===== src/rtl/dbgc_pkg.sv =====
package dbgc_pkg;

    typedef enum logic [1:0] {
        ST_RUN   = 2'd0,
        ST_WAKE  = 2'd1,
        ST_DEBUG = 2'd2,
        ST_STEP  = 2'd3
    } dbg_state_e;

    typedef enum logic [1:0] {
        EVT_NONE  = 2'b00,
        EVT_ENTRY = 2'b01,
        EVT_BKPT  = 2'b10,
        EVT_MSG   = 2'b11
    } evt_sel_e;

    localparam int unsigned BIT_STEP   = 0;
    localparam int unsigned BIT_REQ    = 1;
    localparam int unsigned BIT_EN     = 2;
    localparam int unsigned BIT_QA     = 3;
    localparam int unsigned BIT_EVT_LO = 4;
    localparam int unsigned EVT_W      = 2;
    localparam int unsigned BIT_REPL   = 6;
    localparam int unsigned BIT_RST    = 7;
    localparam int unsigned CTRL_BITS  = 8;

    typedef struct packed {
        logic     repl;
        evt_sel_e evt;
        logic     qa;
        logic     en;
        logic     req;
        logic     step;
    } ctrl_t;

endpackage


===== src/rtl/dbgc_ctrl_reg.sv =====
module dbgc_ctrl_reg
    import dbgc_pkg::*;
#(
    parameter int unsigned DATA_W = 32
) (
    input  logic              clk,
    input  logic              rst_n,
    input  logic              wr,
    input  logic [DATA_W-1:0] wdata,
    input  logic              enter_dbg,
    input  logic              fetch_sel,
    input  logic              core_fetch,
    output ctrl_t             ctrl,
    output logic [DATA_W-1:0] rdata
);

    logic unused_hi;
    assign unused_hi = ^wdata[DATA_W-1:CTRL_BITS];

    // Later assignments in this process win, so hardware clears override writes.
    always_ff @(posedge clk) begin
        if (!rst_n) begin
            ctrl <= '0;
        end else begin
            if (wr) begin
                ctrl.step <= wdata[BIT_STEP];
                ctrl.en   <= wdata[BIT_EN];
                ctrl.qa   <= wdata[BIT_QA];
                ctrl.evt  <= evt_sel_e'(wdata[BIT_EVT_LO +: EVT_W]);
                ctrl.req  <= wdata[BIT_REQ] & wdata[BIT_EN];
                if (!wdata[BIT_RST]) begin
                    ctrl.repl <= wdata[BIT_REPL];
                end
            end
            if (enter_dbg) begin
                ctrl.req <= 1'b0;
            end
            if (fetch_sel && core_fetch) begin
                ctrl.repl <= 1'b0;
            end
        end
    end

    always_comb begin
        rdata                          = '0;
        rdata[BIT_STEP]                = ctrl.step;
        rdata[BIT_REQ]                 = ctrl.req;
        rdata[BIT_EN]                  = ctrl.en;
        rdata[BIT_QA]                  = ctrl.qa;
        rdata[BIT_EVT_LO +: EVT_W]     = ctrl.evt;
        rdata[BIT_REPL]                = ctrl.repl;
    end

    // the request bit is gone after the entry edge
    p_req_clear_r4: assert property (@(posedge clk) disable iff (!rst_n)
        enter_dbg |=> !ctrl.req);

    // substitution flag drops once the steered fetch happened
    p_repl_clear_r7: assert property (@(posedge clk) disable iff (!rst_n)
        (fetch_sel && core_fetch) |=> !ctrl.repl);

    // a disabled word never holds a request
    p_req_needs_en_r2: assert property (@(posedge clk) disable iff (!rst_n)
        (wr && !wdata[BIT_EN]) |=> !ctrl.req);

endmodule


===== src/rtl/dbgc_mode_fsm.sv =====
module dbgc_mode_fsm
    import dbgc_pkg::*;
(
    input  logic clk,
    input  logic rst_n,
    input  logic en,
    input  logic req,
    input  logic step,
    input  logic repl,
    input  logic core_sleep,
    input  logic core_wake_done,
    input  logic core_retire,
    input  logic core_debug_ret,
    input  logic core_fetch,
    input  logic bkpt_hit,
    output logic enter_dbg,
    output logic dbg_mode,
    output logic wake_req,
    output logic halt_req,
    output logic fetch_sel
);

    dbg_state_e state_q, state_d;
    logic       leave_dbg;
    logic       halt_q;
    logic       fetch_sel_q;

    always_ff @(posedge clk) begin
        if (!rst_n) begin
            state_q <= ST_RUN;
        end else begin
            state_q <= state_d;
        end
    end

    always_comb begin
        state_d = state_q;
        unique case (state_q)
            ST_RUN: begin
                if (en && (req || bkpt_hit)) begin
                    state_d = core_sleep ? ST_WAKE : ST_DEBUG;
                end
            end
            ST_WAKE: begin
                if (core_wake_done) state_d = ST_DEBUG;
            end
            ST_DEBUG: begin
                if (core_debug_ret) state_d = (step && en) ? ST_STEP : ST_RUN;
            end
            ST_STEP: begin
                if (core_retire) state_d = ST_DEBUG;
            end
            default: state_d = ST_RUN;
        endcase
    end

    assign enter_dbg = (state_d == ST_DEBUG) && (state_q != ST_DEBUG);
    assign leave_dbg = (state_q == ST_DEBUG) && core_debug_ret;

    always_ff @(posedge clk) begin
        if (!rst_n) begin
            halt_q      <= 1'b0;
            fetch_sel_q <= 1'b0;
        end else begin
            halt_q <= enter_dbg;
            if (leave_dbg && repl) begin
                fetch_sel_q <= 1'b1;
            end else if (core_fetch) begin
                fetch_sel_q <= 1'b0;
            end
        end
    end

    always_comb begin
        dbg_mode  = (state_q == ST_DEBUG);
        wake_req  = (state_q == ST_WAKE);
        halt_req  = halt_q;
        fetch_sel = fetch_sel_q;
    end

    // with enable low, normal run is never left
    p_no_entry_disabled_r2: assert property (@(posedge clk) disable iff (!rst_n)
        (state_q == ST_RUN && !en) |=> state_q == ST_RUN);

    // wake request held until the core reports it is awake
    p_wake_hold_r3: assert property (@(posedge clk) disable iff (!rst_n)
        (state_q == ST_WAKE && !core_wake_done) |=> state_q == ST_WAKE);

    // one retirement while stepping brings the core back
    p_step_return_r5: assert property (@(posedge clk) disable iff (!rst_n)
        (state_q == ST_STEP && core_retire) |=> state_q == ST_DEBUG);

    // each debug visit opens with a halt request
    p_halt_on_entry_r12: assert property (@(posedge clk) disable iff (!rst_n)
        $rose(dbg_mode) |-> halt_req);

    // steered fetch select released by a fetch outside debug mode
    p_fetch_release_r7: assert property (@(posedge clk) disable iff (!rst_n)
        (fetch_sel_q && core_fetch && state_q != ST_DEBUG) |=> !fetch_sel_q);

endmodule


===== src/rtl/dbgc_evt_gen.sv =====
module dbgc_evt_gen
    import dbgc_pkg::*;
(
    input  logic     clk,
    input  logic     rst_n,
    input  evt_sel_e sel,
    input  logic     enter_dbg,
    input  logic     bkpt_hit,
    input  logic     msg_insert,
    output logic     evt_out
);

    logic hit;

    always_comb begin
        unique case (sel)
            EVT_NONE:  hit = 1'b0;
            EVT_ENTRY: hit = enter_dbg;
            EVT_BKPT:  hit = bkpt_hit;
            EVT_MSG:   hit = msg_insert;
            default:   hit = 1'b0;
        endcase
    end

    always_ff @(posedge clk) begin
        if (!rst_n) begin
            evt_out <= 1'b0;
        end else begin
            evt_out <= hit;
        end
    end

    // message select turns an insertion into a pulse
    p_msg_evt_r9: assert property (@(posedge clk) disable iff (!rst_n)
        (sel == EVT_MSG && msg_insert) |=> evt_out);

    // nothing selected means no pulse
    p_none_evt_r9: assert property (@(posedge clk) disable iff (!rst_n)
        (sel == EVT_NONE) |=> !evt_out);

endmodule


===== src/rtl/dbg_mode_ctrl.sv =====
module dbg_mode_ctrl
    import dbgc_pkg::*;
#(
    parameter int unsigned DATA_W = 32
) (
    input  logic              clk,
    input  logic              rst_n,
    input  logic              reg_wr,
    input  logic [DATA_W-1:0] reg_wdata,
    output logic [DATA_W-1:0] reg_rdata,
    input  logic              core_sleep,
    input  logic              core_wake_done,
    input  logic              core_retire,
    input  logic              core_debug_ret,
    input  logic              core_fetch,
    input  logic              bkpt_hit,
    input  logic              msg_insert,
    output logic              dbg_mode,
    output logic              wake_req,
    output logic              halt_req,
    output logic              fetch_sel_dir,
    output logic              evt_out,
    output logic              trace_qa
);

    ctrl_t ctrl;
    logic  enter_dbg;

    dbgc_ctrl_reg #(.DATA_W(DATA_W)) u_reg (
        .clk        (clk),
        .rst_n      (rst_n),
        .wr         (reg_wr),
        .wdata      (reg_wdata),
        .enter_dbg  (enter_dbg),
        .fetch_sel  (fetch_sel_dir),
        .core_fetch (core_fetch),
        .ctrl       (ctrl),
        .rdata      (reg_rdata)
    );

    dbgc_mode_fsm u_fsm (
        .clk            (clk),
        .rst_n          (rst_n),
        .en             (ctrl.en),
        .req            (ctrl.req),
        .step           (ctrl.step),
        .repl           (ctrl.repl),
        .core_sleep     (core_sleep),
        .core_wake_done (core_wake_done),
        .core_retire    (core_retire),
        .core_debug_ret (core_debug_ret),
        .core_fetch     (core_fetch),
        .bkpt_hit       (bkpt_hit),
        .enter_dbg      (enter_dbg),
        .dbg_mode       (dbg_mode),
        .wake_req       (wake_req),
        .halt_req       (halt_req),
        .fetch_sel      (fetch_sel_dir)
    );

    dbgc_evt_gen u_evt (
        .clk        (clk),
        .rst_n      (rst_n),
        .sel        (ctrl.evt),
        .enter_dbg  (enter_dbg),
        .bkpt_hit   (bkpt_hit),
        .msg_insert (msg_insert),
        .evt_out    (evt_out)
    );

    assign trace_qa = ctrl.qa;

    // trace style output follows the stored bit
    p_trace_level_r10: assert property (@(posedge clk) disable iff (!rst_n)
        trace_qa == reg_rdata[BIT_QA]);

endmodule


===== config.mk =====
export PLATFORM = sky130hd
export DESIGN_NAME = dbg_mode_ctrl
export DESIGN_NICKNAME = d
export VERILOG_FILES = /design/src/rtl/dbgc_pkg.sv /design/src/rtl/dbgc_ctrl_reg.sv /design/src/rtl/dbgc_mode_fsm.sv /design/src/rtl/dbgc_evt_gen.sv /design/src/rtl/dbg_mode_ctrl.sv
export SDC_FILE = /design/constraint.sdc
export NUM_CORES = 1
export LEC_CHECK = 0
export BUFFER_PORTS_ARGS = -buffer_cell sky130_fd_sc_hd__buf_4
export CAP_MARGIN = 25
export CORE_MARGIN = 8
export CORE_UTILIZATION = 35
export CTS_CLUSTER_DIAMETER = 50
export DETAILED_ROUTE_END_ITERATION = 16
export PLACE_DENSITY = 0.92
export SYNTH_ARGS = -nofsm -noshare
export SYNTH_HDL_FRONTEND = slang
export SYNTH_SLANG_ARGS = --single-unit

===== constraint.sdc =====
create_clock -name clk -period 1.5 [get_ports clk]
set_input_delay 0.225 -clock clk [delete_from_list [all_inputs] [get_ports clk]]
set_output_delay 0.225 -clock clk [all_outputs]
set_load 0.02 [all_outputs]

==> results.cfg <==
[route]
wl_met1_um = 735
highest_layer = met4
wl_met3_um = 180
drc = 0
met2_wirelength_um = 835
firstDrtPassIters = 4
vias_per_cell = 4.11
first_iter_violations = 7
wl_per_cell_um = 12.5
num_vias = 579
ant_nets = 0
wl_um = 1760

[worst_setup_path]
ff2ff_path_depth = 3
arrival_ps = 1010
critPathKind = reg -> out
r2r_end = u_reg.ctrl[1]
crit_end = dbg_mode
cp_max_fo = 7
end_kind = primary output
cp_data_required_time_ps = 1270
rrSetupSlack_ps = 260
startpoint = u_fsm.state_q[1]
timing.rr.start = u_reg.ctrl[2]
cp-start-kind = register

[power_and_ir_drop]
powerDensity_nw_per_um2 = 848
p_leak_nw = 0.459
finalPower_mw = 0.794
ir_worst_vdd_mv = 0.421

[place]
place_congestion = 0.738
post-place-ws_ps = 284
place_hpwl_um = 1500
portBuffers = 30

[worst_hold_path]
hp-start = reg_wdata[5]
hold_path_class = in -> reg

[yosys]
yosysWarningCount = 0
synth_top_area_share_pct = 30.6
ys_seq_area_share_pct = 30.6
syn_inst = 87
synth_area_leaders = dfxtp_1, buf_4, mux2i_1
avgSynthCellArea_um2 = 9.02
ys_ff_latch = 12
yosys.area.top_type = dfxtp_1
netlist-cell-type-count = 28
netlist_area_um2 = 785

[clock_network]
cts.sinks = 12
cts_tree = built
cts_resized = 0
htree_levels = 1
cts_setup_buffers = 0
cts_hold_buffers = 0
cts_max_path_buffers = 2
cts_root_buffer = clkbuf_4
cts_made_buffers = 3
clk_pin_slew_ps = 80
worstSkewPairLatency_ps = 270

[cells_and_area]
final_cell_mix = buf_4, conb_1, dfxtp_1
multi_input_area_um2 = 397
antenna_cells = 0
seqCellArea_um2 = 240
fin_util_pct = 43.2
area_growth_pct = 19.5
mostFrequentLayoutCell = buf_4
drive_gt1_share_pct = 32.7
nFillCells = 233
num-nets-final = 156

[sta]
setup_ws_ps = 262
max_freq_ghz = 0.807
min_period_ps = 1240
holdWs_ps = 211
period_share_pct = 82.6
setup_tns_ps = 0
finalSetupViolCount = 0
report.final.slew_viol_count = 0
finalClockSkew_ps = 4.23
hold_viol = 0
rsz0062_at_grt = no

[global_route]
grt_overflow = 0
grt_max_degree = 12
grt_pass1_vias = 615
antenna_found_initial = 0
grt_pass1_wl_um = 2760
grtUsageTotal_pct = 8.43

[die]
die_area_um2 = 4010
coreArea_um2 = 2170
ios = 80
die_h_um = 63.3
initial_core_util_pct = 36.2
die_x_um = 63.3
row_count = 17

[outcome]
status = finished clean

[job]
cap_violations = 0
where the power goes:
| part | switching [mW] | internal (mW) |
|---|---|---|
| Clock | 0.103 | 0.147 |
| Combinational | 0.120 | 0.0749 |
| Sequential | 0.0151 | 0.333 |
| Total | 0.239 | 0.556 |
Yosys cell counts, drive strengths merged:
master and count:
buf 31, dfxtp 12, nor2b 10, mux2i 7, nand2 3, a21boi 2, nand2b 2, nand3 2
nor2 2, o21ai 2, a211oi 1, a21oi 1, a32oi 1, and3b 1, clkbuf 1, conb 1
inv 1, mux2 1, nor3 1, nor3b 1, o2111ai 1, o21a 1, o311a 1, o41ai 1
per-layer routing:
layer  vias to the layer above  track usage (%)
met3                         2             5.48
met4                         0             4.74
li1                        288                -
met2                        33             12.8
met5                         -                0
met1                       256             8.59
state kept, by name, indices dropped and copies added, names as in the netlist:
register and flops:
u_fsm.state_q 2, u_fsm.halt_req 1, u_reg.ctrl 7, u_evt.evt_out 1, u_fsm.fetch_sel 1
worst max-delay path: stages, from the launching register on:
cell     delay, ps
dfxtp_1        440
nor2b_1        160
buf_4          150
worst min path at each step:
stage                       end  slack (ps)  cells after the start
6_report          u_reg.ctrl[5]         210                      3
5_1_grt           u_reg.ctrl[6]         200                      3
4_1_cts           u_reg.ctrl[6]         200                      3
3_5_place_dp      u_reg.ctrl[6]         490                      3
3_3_place_gp      u_reg.ctrl[6]         480                      3
2_1_floorplan  u_fsm.state_q[1]         370                      2
metrics by stage:
step                      instances  cell area, µm²
after global routing            141             937
after detailed placement        137             901
after floorplan                 111             875
final                           141             937
after CTS                       141             937
after global placement          137             901
cell families (layout without fill, tap and decap cells):
group	count (synthesis)	in the layout	synth area share [%]
AND/OR/NAND/NOR	22	22	16.9
buffers and inverters	33	35	30.3
multiplexers	8	8	10.4
AO/OA/AOI/OAI	11	11	11.3
other	1	25	0.478
flip-flops	12	12	30.6
final cells by class:
| cell class | instances | area share (%) |
|---|---|---|
| Multi-Input combinational cell | 66 | 42.3 |
| Sequential cell | 12 | 25.6 |
| Timing Repair Buffer | 30 | 24.0 |
| Clock buffer | 4 | 3.87 |
| Tap cell | 28 | 3.74 |
| Inverter | 1 | 0.401 |
Note: power is estimated with default switching activity, not from simulation.
